[config.mk]
export PLATFORM = sky130hd
export DESIGN_NAME = qdma_channel
export DESIGN_NICKNAME = d
export VERILOG_FILES = /design/src/rtl/qdma_pkg.sv /design/src/rtl/qdma_regs.sv /design/src/rtl/qdma_mover.sv /design/src/rtl/qdma_notify.sv /design/src/rtl/qdma_channel.sv
export SDC_FILE = /design/constraint.sdc
export NUM_CORES = 1
export LEC_CHECK = 0
export ABC_AREA = 0
export CAP_MARGIN = 20
export CELL_PAD_IN_SITES_DETAIL_PLACEMENT = 2
export CELL_PAD_IN_SITES_GLOBAL_PLACEMENT = 2
export CORE_MARGIN = 3
export CORE_UTILIZATION = 27
export DETAILED_ROUTE_END_ITERATION = 8
export PLACE_DENSITY = 0.82
export SYNTH_ARGS = -nofsm -noshare
export SYNTH_HDL_FRONTEND = slang
export SYNTH_SLANG_ARGS = --single-unit
[constraint.sdc]
create_clock -name clk -period 6.1 [get_ports clk]
set_input_delay 0.61 -clock clk [delete_from_list [all_inputs] [get_ports clk]]
set_output_delay 0.61 -clock clk [all_outputs]
set_load 0.03 [all_outputs]
[src/rtl/qdma_pkg.sv]
// Shared constants and types for the quadword DMA channel.
// Assumes 8-bit register offsets; the offsets are fixed by the software view.
package qdma_pkg;
    localparam logic [7:0] OFF_CTRL  = 8'h00;
    localparam logic [7:0] OFF_ADDR  = 8'h10;
    localparam logic [7:0] OFF_COUNT = 8'h20;
    localparam int         START_BIT = 0;

    typedef enum logic [1:0] {
        ST_IDLE,
        ST_REQ,
        ST_WAIT,
        ST_SEND
    } qdma_state_e;

    typedef enum logic [3:0] {
        EVK_NONE      = 4'd0,
        EVK_XFER_DONE = 4'd1
    } qdma_evkind_e;
endpackage

[src/rtl/qdma_regs.sv]
// Register decode: holds the start address and the quadword count, and
// produces a one-cycle launch strobe when the start bit is written.
// Assumes ADDR_W and CNT_W are no wider than REG_W. All writes are dropped
// while busy is high.
module qdma_regs #(
    parameter int ADDR_W = 32,
    parameter int CNT_W  = 16,
    parameter int OFF_W  = 8,
    parameter int REG_W  = 32
) (
    input  logic              clk,
    input  logic              rst_n,
    input  logic              wr_en,
    input  logic [OFF_W-1:0]  offset,
    input  logic [REG_W-1:0]  wr_data,
    input  logic              busy,
    output logic [ADDR_W-1:0] base_addr,
    output logic [CNT_W-1:0]  qw_count,
    output logic              launch
);
    import qdma_pkg::*;

    logic accept;
    assign accept = wr_en && !busy;

    // Load the address and count registers from idle-time writes.
    always_ff @(posedge clk) begin
        if (!rst_n) begin
            base_addr <= '0;
            qw_count  <= '0;
        end else if (accept) begin
            if (offset == OFF_W'(OFF_ADDR))
                base_addr <= wr_data[ADDR_W-1:0];
            if (offset == OFF_W'(OFF_COUNT))
                qw_count <= wr_data[CNT_W-1:0];
        end
    end

    // Start strobe: an idle write to the control offset with the start bit set.
    always_comb begin
        launch = accept && (offset == OFF_W'(OFF_CTRL)) && wr_data[START_BIT];
    end
endmodule

[src/rtl/qdma_mover.sv]
// Read sequencer and output stage: one read per quadword, holds the returned
// quadword on the stream until accepted, then moves to the next address.
// Assumes the memory answers each read with exactly one mem_rd_valid pulse.
module qdma_mover #(
    parameter int ADDR_W = 32,
    parameter int CNT_W  = 16,
    parameter int DATA_W = 128
) (
    input  logic              clk,
    input  logic              rst_n,
    input  logic              launch,
    input  logic [ADDR_W-1:0] base_addr,
    input  logic [CNT_W-1:0]  qw_count,
    output logic              mem_rd_en,
    output logic [ADDR_W-1:0] mem_rd_addr,
    input  logic [DATA_W-1:0] mem_rd_data,
    input  logic              mem_rd_valid,
    output logic              ep_valid,
    output logic [DATA_W-1:0] ep_data,
    output logic              ep_last,
    input  logic              ep_ready,
    output logic              busy,
    output logic              done
);
    import qdma_pkg::*;

    localparam int QW_BYTES = DATA_W / 8;

    qdma_state_e       state;
    logic [ADDR_W-1:0] cur_addr;
    logic [CNT_W-1:0]  left;
    logic [DATA_W-1:0] held;
    logic              final_beat;

    assign final_beat = (left == CNT_W'(1));

    // Sequence requests, captures and beat hand-offs.
    always_ff @(posedge clk) begin
        if (!rst_n) begin
            state    <= ST_IDLE;
            cur_addr <= '0;
            left     <= '0;
            held     <= '0;
        end else begin
            case (state)
                ST_IDLE: begin
                    if (launch && qw_count != '0) begin
                        cur_addr <= base_addr;
                        left     <= qw_count;
                        state    <= ST_REQ;
                    end
                end
                ST_REQ: state <= ST_WAIT;
                ST_WAIT: begin
                    if (mem_rd_valid) begin
                        held  <= mem_rd_data;
                        state <= ST_SEND;
                    end
                end
                ST_SEND: begin
                    if (ep_ready) begin
                        left     <= left - CNT_W'(1);
                        cur_addr <= cur_addr + ADDR_W'(QW_BYTES);
                        state    <= final_beat ? ST_IDLE : ST_REQ;
                    end
                end
                default: state <= ST_IDLE;
            endcase
        end
    end

    // Port and status outputs decoded from the state.
    always_comb begin
        mem_rd_en   = (state == ST_REQ);
        mem_rd_addr = cur_addr;
        ep_valid    = (state == ST_SEND);
        ep_data     = held;
        ep_last     = (state == ST_SEND) && final_beat;
        busy        = (state != ST_IDLE);
        done        = ((state == ST_SEND) && ep_ready && final_beat)
                   || (state == ST_IDLE && launch && qw_count == '0);
    end
endmodule

[src/rtl/qdma_notify.sv]
// Completion reporting: registers the done strobe into a one-cycle interrupt
// and a trace event that carries the programmed address and count.
// Assumes the address and count are stable in the done cycle.
module qdma_notify #(
    parameter int ADDR_W = 32,
    parameter int CNT_W  = 16
) (
    input  logic              clk,
    input  logic              rst_n,
    input  logic              done,
    input  logic [ADDR_W-1:0] base_addr,
    input  logic [CNT_W-1:0]  qw_count,
    output logic              irq_done,
    output logic              ev_valid,
    output logic [3:0]        ev_kind,
    output logic [ADDR_W-1:0] ev_addr,
    output logic [CNT_W-1:0]  ev_count
);
    import qdma_pkg::*;

    // Register the pulse and capture the event payload.
    always_ff @(posedge clk) begin
        if (!rst_n) begin
            irq_done <= 1'b0;
            ev_valid <= 1'b0;
            ev_addr  <= '0;
            ev_count <= '0;
        end else begin
            irq_done <= done;
            ev_valid <= done;
            if (done) begin
                ev_addr  <= base_addr;
                ev_count <= qw_count;
            end
        end
    end

    // Event code is only non-zero alongside a valid event.
    always_comb begin
        ev_kind = ev_valid ? 4'(EVK_XFER_DONE) : 4'(EVK_NONE);
    end
endmodule

[src/rtl/qdma_channel.sv]
// Top of the quadword DMA channel: register decode, read/stream mover and
// completion reporting. Assumes a single memory slave and a single sink.
module qdma_channel #(
    parameter int ADDR_W = 32,
    parameter int CNT_W  = 16,
    parameter int DATA_W = 128,
    parameter int OFF_W  = 8,
    parameter int REG_W  = 32
) (
    input  logic              clk,
    input  logic              rst_n,
    input  logic              cfg_wr_en,
    input  logic [OFF_W-1:0]  cfg_offset,
    input  logic [REG_W-1:0]  cfg_wr_data,
    output logic              mem_rd_en,
    output logic [ADDR_W-1:0] mem_rd_addr,
    input  logic [DATA_W-1:0] mem_rd_data,
    input  logic              mem_rd_valid,
    output logic              ep_valid,
    output logic [DATA_W-1:0] ep_data,
    output logic              ep_last,
    input  logic              ep_ready,
    output logic              irq_done,
    output logic              ev_valid,
    output logic [3:0]        ev_kind,
    output logic [ADDR_W-1:0] ev_addr,
    output logic [CNT_W-1:0]  ev_count
);
    logic [ADDR_W-1:0] base_addr;
    logic [CNT_W-1:0]  qw_count;
    logic              launch;
    logic              busy;
    logic              done;

    qdma_regs #(.ADDR_W(ADDR_W), .CNT_W(CNT_W), .OFF_W(OFF_W), .REG_W(REG_W)) u_regs (
        .clk(clk), .rst_n(rst_n), .wr_en(cfg_wr_en), .offset(cfg_offset),
        .wr_data(cfg_wr_data), .busy(busy), .base_addr(base_addr),
        .qw_count(qw_count), .launch(launch)
    );

    qdma_mover #(.ADDR_W(ADDR_W), .CNT_W(CNT_W), .DATA_W(DATA_W)) u_mover (
        .clk(clk), .rst_n(rst_n), .launch(launch), .base_addr(base_addr),
        .qw_count(qw_count), .mem_rd_en(mem_rd_en), .mem_rd_addr(mem_rd_addr),
        .mem_rd_data(mem_rd_data), .mem_rd_valid(mem_rd_valid),
        .ep_valid(ep_valid), .ep_data(ep_data), .ep_last(ep_last),
        .ep_ready(ep_ready), .busy(busy), .done(done)
    );

    qdma_notify #(.ADDR_W(ADDR_W), .CNT_W(CNT_W)) u_notify (
        .clk(clk), .rst_n(rst_n), .done(done), .base_addr(base_addr),
        .qw_count(qw_count), .irq_done(irq_done), .ev_valid(ev_valid),
        .ev_kind(ev_kind), .ev_addr(ev_addr), .ev_count(ev_count)
    );
endmodule

==> out/results.tsv <==
stage	metric	value	unit
routing	first_pass_iters	4	
synthesis	synth.yosys.seq_area_share	0.495	
layout	area_delta_synth_final	47.5	%
synthesis	synth_top_area_frac	0.495	
clocking	path_clk_slew	0.05	ns
layout	regArea	5510	µm²
worst_setup_path	cpPeakStageDelay	0.67	ns
worst_setup_path	crit_chain	nor4_1 -> and4_1 -> and2_1 -> clkdlybuf4s50_1	
routing	vias_per_cell	5.08	
global_route	overflow	0	
layout	fillCellCount	4514	
worst_setup_path	critPathSlowestCell	nor4_1	
layout	final_nets	1872	
floorplan	ios	390	
timing	slew_viol_final	0	
timing	setup_tns	0	ns
worst_setup_path	end_kind	primary output	
placement	numPortBuffers	386	
clocking	hold_buffers	0	
synthesis	synth.top_cells.by_count	392 x nand2_1, 275 x dfxtp_1, 207 x a21oi_1	
synthesis	ys_seq_elements	275	
routing	final_antenna_net_count	0	
timing	setup_viol	0	
timing	max_freq	0.290	GHz
clocking	cts_root_buffer	clkbuf_16	
floorplan	initial_core_util	0.277	
power_and_ir_drop	peakVddDrop	0.173	mV
synthesis	async_reset_ff_frac	0	
power_and_ir_drop	p_leak	0.00572	µW
floorplan	rows	73	
clocking	htree_levels	2	
timing	finalClockSkew	0.00790	ns
synthesis	synth-edff-count	0	
worst_setup_path	startpoint_type	register	
synthesis	syn_avg_cell_area	8.13	µm²
power_and_ir_drop	power_density	254	nW/µm²
status	status	complete, no violations	
routing	drt_iter0_markers	500	
synthesis	ys.flop_type	dfxtp_1	
clocking	cts_resized	0	
global_route	grt_pass1_wl	74800	µm
clocking	insertion_delay	0.52	ns
worst_setup_path	cp.arrival	2.84	ns
routing	vias	11400	
global_route	grt_max_degree	166	
placement	dp_hpwl	34700	µm
floorplan	die_area	43600	µm²
worst_setup_path	cp_max_fo	6	
routing	wirelength	49600	µm
clocking	numCtsBuffers	35	
layout	multi_input_area	5130	µm²
timing	final.period_utilization	0.566	
global_route	antenna_found_initial	7	
timing	period_needed	3.45	ns
routing	drc	0	
timing	rsz0062_at_grt	no	
placement	dpl_cell_area	15300	µm²
routing	routedWlPerCell	22.2	µm
synthesis	synth_most_common_cell	nand2_1	
clocking	clkSinkCount	275	
floorplan	die_h	209	µm
synthesis	syn-cell-area	11100	µm²
worst_setup_path	cp.required	5.49	ns
floorplan	die_w	209	µm
run	cap_violations	0	
synthesis	synth_area_leader_cell	dfxtp_1	
global_route	grt_pass1_vias	12500	
synthesis	synthTopCellsByArea	dfxtp_1 50%, nand2_1 13%, a21oi_1 9.3%, mux2i_1 4.9%, clkbuf_1 2.9%	
placement	routabilityCongestion	0.816	
timing	tightest_slew	1.07	ns
timing	maxSlewHeadroom	0.288	
clocking	clockBufferDepth	3	
timing	hold_viol	0	
layout	finalInstanceArea	16400	µm²
floorplan	coreArea	40200	µm²
timing	hold_ws	0.453	ns
clocking	cts_setup_buffers	0	
worst_setup_path	crit_type	register to primary output	
layout	drive_above_1_share	0.0480	
synthesis	synth.yosys.warnings	0	
synthesis	syn-instance-count	1367	
global_route	grtUsageTotal	0.217	
clocking	cts_tree	done	
worst_hold_path	hp-class	register to register	
synthesis	synth_cell_types	64	
## worst paths after layout
| path | startpoint | to | slack (ns) | cells after the start |
|---|---|---|---|---|
| max reg2reg | u_mover.state[1] | u_mover.mem_rd_addr[19] | 2.66 | 7 |
| min reg2reg | u_notify.ev_addr[17] | u_notify.ev_addr[17] | 0.45 | 2 |
| max | u_mover.left[11] | ep_last | 2.65 | 4 |
| min | u_notify.ev_addr[17] | u_notify.ev_addr[17] | 0.45 | 2 |
## per-layer routing
metal	vias up	GRT usage	routed length [µm]
met3	85	0.0824	4160
li1	5344	-	-
met2	339	0.390	25000
met4	4	0.0700	1510
met5	-	0	27
met1	5609	0.236	18900
## state kept, by name (all words and copies together), names as in the netlist
signal / flops
u_mover.state: 2
u_notify.ev_count: 16
u_mover.mem_rd_addr: 32
u_regs.qw_count: 16
u_notify.irq_done: 1
u_mover.ep_data: 128
u_regs.base_addr: 32
u_mover.left: 16
u_notify.ev_addr: 32
## where the power goes
group | switching [µW] | internal, µW
clock | 789 | 1200
combinational | 204 | 151
sequential | 10.8 | 1810
total | 1000 | 3160
## cell type report
class | count | share of cell area
Inverter | 8 | 0.00229
Multi-Input combinational cell | 972 | 0.313
Clock inverter | 3 | 0.00260
Antenna cell | 4 | 0.000611
Tap cell | 525 | 0.0401
Clock buffer | 53 | 0.0632
Timing Repair Buffer | 399 | 0.242
Sequential cell | 275 | 0.336
## critical path: cells and delay by family, from the launching register on
kind	cells	cell delay, ns
flip-flops	1	0.36
AND/OR/NAND/NOR	3	1.29
buffers and inverters	1	0.66
## cell families after synthesis
kind of cell               count (synthesis)  synth area share
AOI/OAI and AO/OA                        328             0.177
adders and majority gates                  8           0.00901
buffers and inverters                    122            0.0460
DFF                                      275             0.495
muxes                                     55            0.0496
other                                      1          0.000337
and+or+nand+nor                          578             0.223
## per-stage QoR
stage	std cells	util	worst slack, ns	power, µW
6_report	2239	0.408	2.65	4170
4_1_cts	2233	0.407	2.62	4230
3_5_place_dp	2177	0.380	2.42	2210
3_3_place_gp	2177	0.380	2.53	2200
5_1_grt	2238	0.408	2.41	4320
2_1_floorplan	1369	-	3.58	2020
## cell usage in the layout, fill, tap and decap left out, types with 11 or more instances in the layout
| cell | instances |
|---|---|
| nand3_1 | 22 |
| o31ai_1 | 12 |
| clkbuf_16 | 37 |
| a211oi_1 | 15 |
| buf_4 | 11 |
| a21oi_1 | 207 |
| a31oi_1 | 13 |
| clkdlybuf4s50_1 | 386 |
| clkbuf_1 | 11 |
| dfxtp_1 | 275 |
| nor2_1 | 79 |
| nor3_1 | 14 |
| mux2i_1 | 54 |
| o21ai_0 | 18 |
| nand2_1 | 391 |
No activity file was read; power rests on OpenSTA's default activity.
